$ cat config.mk
export PLATFORM = sky130hd
export DESIGN_NAME = dlw_chain_walker
export DESIGN_NICKNAME = d
export VERILOG_FILES = /design/src/rtl/dlw_pkg.sv /design/src/rtl/dlw_irq_merge.sv /design/src/rtl/dlw_rd_mux.sv /design/src/rtl/dlw_chain_walker.sv
export SDC_FILE = /design/constraint.sdc
export NUM_CORES = 1
export LEC_CHECK = 0
export CAP_MARGIN = 20
export CORE_ASPECT_RATIO = 1.25
export CORE_MARGIN = 2
export CORE_UTILIZATION = 30
export CTS_CLUSTER_DIAMETER = 60
export DETAILED_ROUTE_END_ITERATION = 12
export MAX_ROUTING_LAYER = met4
export PLACE_DENSITY = 0.53
export SLEW_MARGIN = 10
export SYNTH_ARGS = -nofsm -noshare
export SYNTH_HDL_FRONTEND = slang
export SYNTH_SLANG_ARGS = --single-unit
$ cat constraint.sdc
create_clock -name clk -period 3.85 [get_ports clk]
set_input_delay 0.385 -clock clk [delete_from_list [all_inputs] [get_ports clk]]
set_output_delay 0.385 -clock clk [all_outputs]
set_load 0.01 [all_outputs]
$ cat src/rtl/dlw_pkg.sv
`timescale 1ns/1ps
package dlw_pkg;
    typedef enum logic [2:0] {
        ST_IDLE  = 3'd0,
        ST_ARM   = 3'd1,
        ST_DESC  = 3'd2,
        ST_LOAD  = 3'd3,
        ST_STORE = 3'd4,
        ST_HALT  = 3'd5
    } walk_st_e;

    localparam logic [2:0] RA_MODE = 3'd0;
    localparam logic [2:0] RA_STAT = 3'd1;
    localparam logic [2:0] RA_CUR  = 3'd2;
    localparam logic [2:0] RA_NXT  = 3'd3;
    localparam logic [2:0] RA_CNT  = 3'd4;

    localparam int MB_GO    = 0;
    localparam int MB_ABORT = 1;
    localparam int MB_EXT   = 2;
    localparam int MB_IE_LO = 3;
    localparam int N_IE     = 4;

    localparam int EV_TE  = 0;
    localparam int EV_PE  = 1;
    localparam int EV_EOS = 2;
    localparam int EV_EOL = 3;
    localparam int EV_EOC = 4;
    localparam int EV_N   = 5;
    localparam int SB_EV_LO = 2;

    localparam int ALIGN_BITS = 5;
endpackage

$ cat src/rtl/dlw_irq_merge.sv
`timescale 1ns/1ps
module dlw_irq_merge #(
    parameter int N = 5
) (
    input  logic [N-1:0] ev,
    input  logic [N-1:0] en,
    output logic         irq
);
    logic [N-1:0] hit;

    for (genvar i = 0; i < N; i++) begin : g_hit
        assign hit[i] = ev[i] & en[i];
    end

    assign irq = |hit;
endmodule

$ cat src/rtl/dlw_rd_mux.sv
`timescale 1ns/1ps
module dlw_rd_mux #(
    parameter int AW = 32
) (
    input  logic [2:0]    sel,
    input  logic [6:0]    mode_w,
    input  logic [6:0]    stat_w,
    input  logic [AW-1:0] cur,
    input  logic [AW-1:0] nxt,
    input  logic [63:0]   cnt,
    output logic [63:0]   rdata
);
    import dlw_pkg::*;

    always_comb begin
        rdata = '0;
        case (sel)
            RA_MODE: rdata = {57'b0, mode_w};
            RA_STAT: rdata = {57'b0, stat_w};
            RA_CUR:  rdata = 64'(cur);
            RA_NXT:  rdata = 64'(nxt);
            RA_CNT:  rdata = cnt;
            default: rdata = '0;
        endcase
    end
endmodule

$ cat src/rtl/dlw_chain_walker.sv
`timescale 1ns/1ps
module dlw_chain_walker #(
    parameter int AW      = 32,
    parameter int MAX_CNT = 64
) (
    input  logic          clk,
    input  logic          rst_n,
    input  logic          reg_wr,
    input  logic [2:0]    reg_addr,
    input  logic [63:0]   reg_wdata,
    output logic [63:0]   reg_rdata,
    input  logic          ext_go,
    output logic          mem_req,
    output logic          mem_we,
    output logic          mem_wide,
    output logic [AW-1:0] mem_addr,
    output logic [63:0]   mem_wdata,
    input  logic          mem_ack,
    input  logic          mem_err,
    input  logic [63:0]   mem_rdata,
    output logic          irq
);
    import dlw_pkg::*;

    localparam logic [63:0] CNT_LIMIT = 64'(MAX_CNT);

    typedef struct packed {
        walk_st_e            st;
        logic [1:0]          idx;
        logic                go;
        logic                abort;
        logic                ext_en;
        logic [N_IE-1:0]     ie;
        logic                halt_req;
        logic [EV_N-1:0]     ev;
        logic [AW-1:0]       cur;
        logic [AW-1:0]       nxt;
        logic [AW-1:0]       src;
        logic [AW-1:0]       dst;
        logic [63:0]         cnt;
        logic [7:0]          data;
    } walk_t;

    walk_t q, d;

    logic          mode_wr;
    logic          mode_clr;
    logic          busy_w;
    logic          halted_w;
    logic          launch;
    logic          do_link;
    logic          fault;
    logic          to_halt;
    logic [AW-1:0] link_w;

    assign mode_wr  = reg_wr && (reg_addr == RA_MODE);
    assign mode_clr = mode_wr && (reg_wdata == 64'd0);
    assign busy_w   = (q.st != ST_IDLE);
    assign halted_w = (q.st == ST_HALT);

    always_comb begin
        d         = q;
        launch    = 1'b0;
        do_link   = 1'b0;
        fault     = 1'b0;
        to_halt   = 1'b0;
        link_w    = q.nxt;
        mem_req   = 1'b0;
        mem_we    = 1'b0;
        mem_wide  = 1'b0;
        mem_addr  = '0;
        mem_wdata = '0;

        if (reg_wr && reg_addr == RA_STAT)
            d.ev = q.ev & ~reg_wdata[SB_EV_LO +: EV_N];

        if (mode_wr) begin
            d.go     = reg_wdata[MB_GO];
            d.abort  = reg_wdata[MB_ABORT];
            d.ext_en = reg_wdata[MB_EXT];
            d.ie     = reg_wdata[MB_IE_LO +: N_IE];
            if (reg_wdata[MB_ABORT] && busy_w && !halted_w)
                d.halt_req = 1'b1;
        end

        if (reg_wr && reg_addr == RA_CUR && !busy_w)
            d.cur = reg_wdata[AW-1:0];

        case (q.st)
            ST_IDLE: begin
                if (mode_wr && reg_wdata[MB_GO]) begin
                    if (reg_wdata[MB_EXT]) d.st = ST_ARM;
                    else                   launch = 1'b1;
                end
            end
            ST_ARM: begin
                if (q.halt_req)  to_halt = 1'b1;
                else if (ext_go) launch  = 1'b1;
            end
            ST_DESC: begin
                mem_req  = 1'b1;
                mem_wide = 1'b1;
                mem_addr = q.cur + AW'({q.idx, 3'b000});
                if (mem_ack) begin
                    if (mem_err) begin
                        fault = 1'b1;
                    end else begin
                        case (q.idx)
                            2'd0: d.cnt = mem_rdata;
                            2'd1: d.src = mem_rdata[AW-1:0];
                            2'd2: d.dst = mem_rdata[AW-1:0];
                            default: d.nxt = mem_rdata[AW-1:0];
                        endcase
                        if (q.halt_req) begin
                            to_halt = 1'b1;
                        end else if (q.idx != 2'd3) begin
                            d.idx = q.idx + 2'd1;
                        end else if (q.cnt == 64'd0) begin
                            d.ev[EV_PE] = 1'b1;
                            do_link     = 1'b1;
                            link_w      = mem_rdata[AW-1:0];
                        end else if (q.cnt > CNT_LIMIT) begin
                            d.ev[EV_PE] = 1'b1;
                            d.st        = ST_IDLE;
                            d.go        = 1'b0;
                        end else begin
                            d.st = ST_LOAD;
                        end
                    end
                end
            end
            ST_LOAD: begin
                mem_req  = 1'b1;
                mem_addr = q.src;
                if (mem_ack) begin
                    if (mem_err) begin
                        fault = 1'b1;
                    end else begin
                        d.data = mem_rdata[7:0];
                        d.src  = q.src + AW'(1);
                        if (q.halt_req) to_halt = 1'b1;
                        else            d.st    = ST_STORE;
                    end
                end
            end
            ST_STORE: begin
                mem_req   = 1'b1;
                mem_we    = 1'b1;
                mem_addr  = q.dst;
                mem_wdata = {56'b0, q.data};
                if (mem_ack) begin
                    if (mem_err) begin
                        fault = 1'b1;
                    end else begin
                        d.dst = q.dst + AW'(1);
                        d.cnt = q.cnt - 64'd1;
                        if (q.cnt == 64'd1)
                            d.ev[EV_EOS] = 1'b1;
                        if (q.halt_req)           to_halt = 1'b1;
                        else if (q.cnt == 64'd1)  do_link = 1'b1;
                        else                      d.st    = ST_LOAD;
                    end
                end
            end
            ST_HALT: begin
                if (!q.abort) begin
                    d.st = ST_IDLE;
                    d.go = 1'b0;
                end
            end
            default: d.st = ST_IDLE;
        endcase

        if (launch) begin
            if (q.cur[ALIGN_BITS-1:0] != '0) begin
                fault = 1'b1;
            end else begin
                d.st  = ST_DESC;
                d.idx = 2'd0;
            end
        end

        if (do_link) begin
            if (link_w[0]) begin
                d.ev[EV_EOL] = 1'b1;
                d.ev[EV_EOC] = 1'b1;
                d.st         = ST_IDLE;
                d.go         = 1'b0;
            end else if (link_w[ALIGN_BITS-1:1] != '0) begin
                fault = 1'b1;
            end else begin
                d.cur = {link_w[AW-1:ALIGN_BITS], {ALIGN_BITS{1'b0}}};
                d.st  = ST_DESC;
                d.idx = 2'd0;
            end
        end

        if (fault) begin
            d.ev[EV_TE] = 1'b1;
            d.st        = ST_IDLE;
            d.go        = 1'b0;
        end

        if (to_halt) begin
            d.st       = ST_HALT;
            d.halt_req = 1'b0;
        end

        if (d.st == ST_IDLE)
            d.halt_req = 1'b0;

        if (mode_clr) begin
            d.st       = ST_IDLE;
            d.ev       = '0;
            d.cnt      = '0;
            d.nxt      = '0;
            d.halt_req = 1'b0;
        end
    end

    always_ff @(posedge clk or negedge rst_n) begin
        if (!rst_n) q <= '0;
        else        q <= d;
    end

    dlw_rd_mux #(.AW(AW)) u_rd (
        .sel    (reg_addr),
        .mode_w ({q.ie, q.ext_en, q.abort, q.go}),
        .stat_w ({q.ev, halted_w, busy_w}),
        .cur    (q.cur),
        .nxt    (q.nxt),
        .cnt    (q.cnt),
        .rdata  (reg_rdata)
    );

    dlw_irq_merge #(.N(EV_N)) u_irq (
        .ev  (q.ev),
        .en  ({q.ie[3], q.ie[2], q.ie[1], q.ie[0], q.ie[0]}),
        .irq (irq)
    );
endmodule

==> results.json <==
{
  "area_growth_syn_to_layout_pct": 27.7,
  "path_class": "register to output port",
  "critical_path.max_stage_delay_ps": 540,
  "nFillCells": 5270,
  "cp_top_family": "simple AND/OR/NAND/NOR gates",
  "cts_sinks": 218,
  "die_y_um": 258,
  "ys_seq_area_frac": 0.352,
  "dr.pass1.iters": 6,
  "ys_top_cells_by_area": "dfrtp_1 35%, mux2i_1 7.1%, a21oi_1 6.2%",
  "p_total_mw": 11.8,
  "p_comb_frac": 0.333,
  "cts_root_buf": "clkbuf_16",
  "synthCells": 1955,
  "final_common_cell": "clkdlybuf4s50_1",
  "pwr-share-clk": 0.257,
  "clk_latency_ps": 580,
  "place.gp.congestion": 0.941,
  "io_pins": 301,
  "busiest_layer": "met2",
  "initial_core_util": 0.302,
  "ys_warn_count": 0,
  "drive_above_1_share": 0.0882,
  "antenna_found_initial": 2,
  "grt_max_degree": 128,
  "synthArstFlopShare": 1.00,
  "fin_crit_sh": 0.987,
  "worstSetupStartpointType": "register",
  "max_clock_freq_mhz": 263,
  "final_antenna_net_count": 0,
  "met3_usage": 0.0337,
  "synth_top_area_frac": 0.352,
  "synth_edf_count": 0,
  "grt_overflow": 0,
  "switchingPower_mw": 4.87,
  "outcome": "finished, final reports clean",
  "rows": 93,
  "slew_headroom": 0.279,
  "cts_buffer_depth": 3,
  "holdWs_ps": 417,
  "leakagePower_nw": 7.74,
  "top_regs": "q: 218 flops",
  "cts_tree": "done",
  "synth_seq_cells": 218,
  "cp_cell_sequence": "ha_1 > a21o_1 > nand3_1 > nor2_2 > nand3_1 > xnor2_1 > mux2_2 > a22o_1 > clkdlybuf4s50_1",
  "cp_data_arrival_time_ps": 3420,
  "htreeDepth": 1,
  "die_area_sq_um": 53500,
  "layout_common_cells": "242 x clkdlybuf4s50_1, 231 x nor2_1, 218 x dfrtp_1",
  "required_ps": 3460,
  "swShare": 0.413,
  "placed_area_sq_um": 18600,
  "skew_ps": 9.49,
  "synth_ff_type": "dfrtp_1",
  "pwr_density_cell_nw_per_um2": 596,
  "post_drt_wl_per_cell_um": 23.7,
  "viasPerCell": 5.71,
  "cts_buffers": 30,
  "pwr-share-seq": 0.410,
  "synth_area_per_cell_sq_um": 7.92,
  "met1_usage": 0.304,
  "p_int_mw": 6.92,
  "netlist_area_sq_um": 15500,
  "cap_violations": 0,
  "finalMaxSlewViolations": 0,
  "die_width_um": 207,
  "post-route-cell-area_sq_um": 19800,
  "stdcell_count": 2843,
  "cp_common_cell": "nand3_1",
  "fin_nets": 2299,
  "largest_reg_flops": 218,
  "yosysUniqueCellTypes": 72,
  "met2_usage": 0.396,
  "crit_fanout": 6,
  "top_register": "q",
  "grt_pass1_vias": 15400,
  "endpoint_kind": "output port",
  "hp-class": "input port to register",
  "synth_top_cell_by_area": "dfrtp_1",
  "ir_drop_uv": 369,
  "core_sq_um": 51300,
  "drc_errors": 0,
  "rsz0062_at_grt": "true",
  "dp.cells": 2785,
  "grt_use_total": 0.250,
  "drt-initial-drc-count": 1517,
  "vias": 16200,
  "tightest_slew_ps": 1070,
  "grt_pass1_wl_um": 99600,
  "dpl.hpwl_um": 49500,
  "slowest_stage": "clkdlybuf4s50_1",
  "setup_viol": 0,
  "period_needed_ps": 3800,
  "routed_wl_um": 67500,
  "cp_num_buf_inv": 1,
  "cts.clk_slew.worst_paths_ps": 60,
  "finalHoldViolations": 0,
  "port_buffers": 244
}
[through the flow]
| stage | TNS [ps] | worst slack, ps | utilization |
|---|---|---|---|
| after floorplan | 0 | 809 | - |
| after global placement | 0 | 490 | 0.363 |
| after CTS | 0 | 24.7 | 0.384 |
| after global routing | -96.5 | -29.9 | 0.385 |
| final | 0 | 48.4 | 0.385 |
| after detailed placement | 0 | 436 | 0.363 |
[path summary, 6_finish.rpt]
path | depth (start not counted) | slack, ps | startpoint | endpoint
setup / recovery | 9 | 50 | q[172] | mem_addr[20]
hold / removal | 3 | 420 | mem_rdata[53] | q[61]
setup reg to reg | 8 | 460 | q[66] | q[195]
hold reg to reg | 1 | 500 | q[2] | q[2]
max in group asynchronous | 3 | 2410 | rst_n | q[213]
min in group asynchronous | 2 | 450 | rst_n | q[6]
[Yosys cell counts (8+ instances only)]
| library cell | instances |
|---|---|
| xor2_1 | 18 |
| or4_1 | 17 |
| nand2b_1 | 9 |
| buf_1 | 16 |
| a211oi_1 | 18 |
| mux2_2 | 43 |
| nor4_1 | 48 |
| mux2i_1 | 110 |
| a31oi_1 | 19 |
| o21ai_0 | 162 |
| a22oi_1 | 38 |
| or3_1 | 23 |
| and3_1 | 22 |
| o31ai_1 | 16 |
| a21o_1 | 8 |
| nand4_1 | 33 |
| and2_1 | 46 |
| inv_1 | 15 |
| dfrtp_1 | 218 |
| and4_1 | 8 |
| nor3_1 | 42 |
| buf_4 | 60 |
| xnor2_1 | 9 |
| nor2_1 | 236 |
| clkbuf_1 | 117 |
| a21oi_1 | 191 |
| nand3_1 | 50 |
| nand2_1 | 205 |
| o22ai_1 | 42 |
[repair_timing]
| action | CTS | global route |
|---|---|---|
| hold buffers | 1 | 0 |
| resized for setup | 3 | 5 |
| gates cloned | 0 | 0 |
| setup endpoints to repair | 3 | 11 |
| setup buffers | 0 | 0 |
| hold endpoints to repair | 104 | 0 |
[layout make-up]
type	count	area, sq um	share of cell area
repair buffers	311	3080	0.156
clock buffers	45	908	0.0459
well taps	665	832	0.0421
clock inverters	10	161	0.00816
inverters	16	62.6	0.00316
multi-input cells	1577	9280	0.469
flip-flops and latches	218	5460	0.276
diodes	1	2.50	0.000127
[worst reg2reg max path, stage by stage, from the launching register on]
cell and delay, ps:
dfrtp_1 420, or4_4 580, or4_1 580, or4_4 600
o21a_1 270, a221oi_4 270, buf_12 300, nor2_1 140
a21oi_1 160
[logic make-up (layout without fill, tap and decap cells)]
logic type,after synthesis,after routing,share of synthesized area
fa+ha+maj,8,8,0.00695
mux,153,153,0.102
buf+inv,215,382,0.0675
compound gates,560,560,0.215
xor+xnor,27,27,0.0153
simple gates,773,773,0.241
flops,218,218,0.352
other cells,1,57,0.000242
[layer usage]
layer | share of wire | up-vias
met5 | 0 | -
met4 | 0.069 | 0
met3 | 0.068 | 164
met2 | 0.46 | 791
met1 | 0.40 | 7856
li1 | - | 7428
[power groups by stage]
stage	Combinational (mW)	Clock [mW]	Sequential [mW]
final	3.92	3.03	4.84
after global placement	3.84	0	4.76
after global routing	4.31	3.17	4.97
after CTS	3.92	3.07	4.77
after floorplan	2.55	0	4.16
after detailed placement	3.89	0	4.81
No activity file was read; power rests on OpenSTA's default activity.
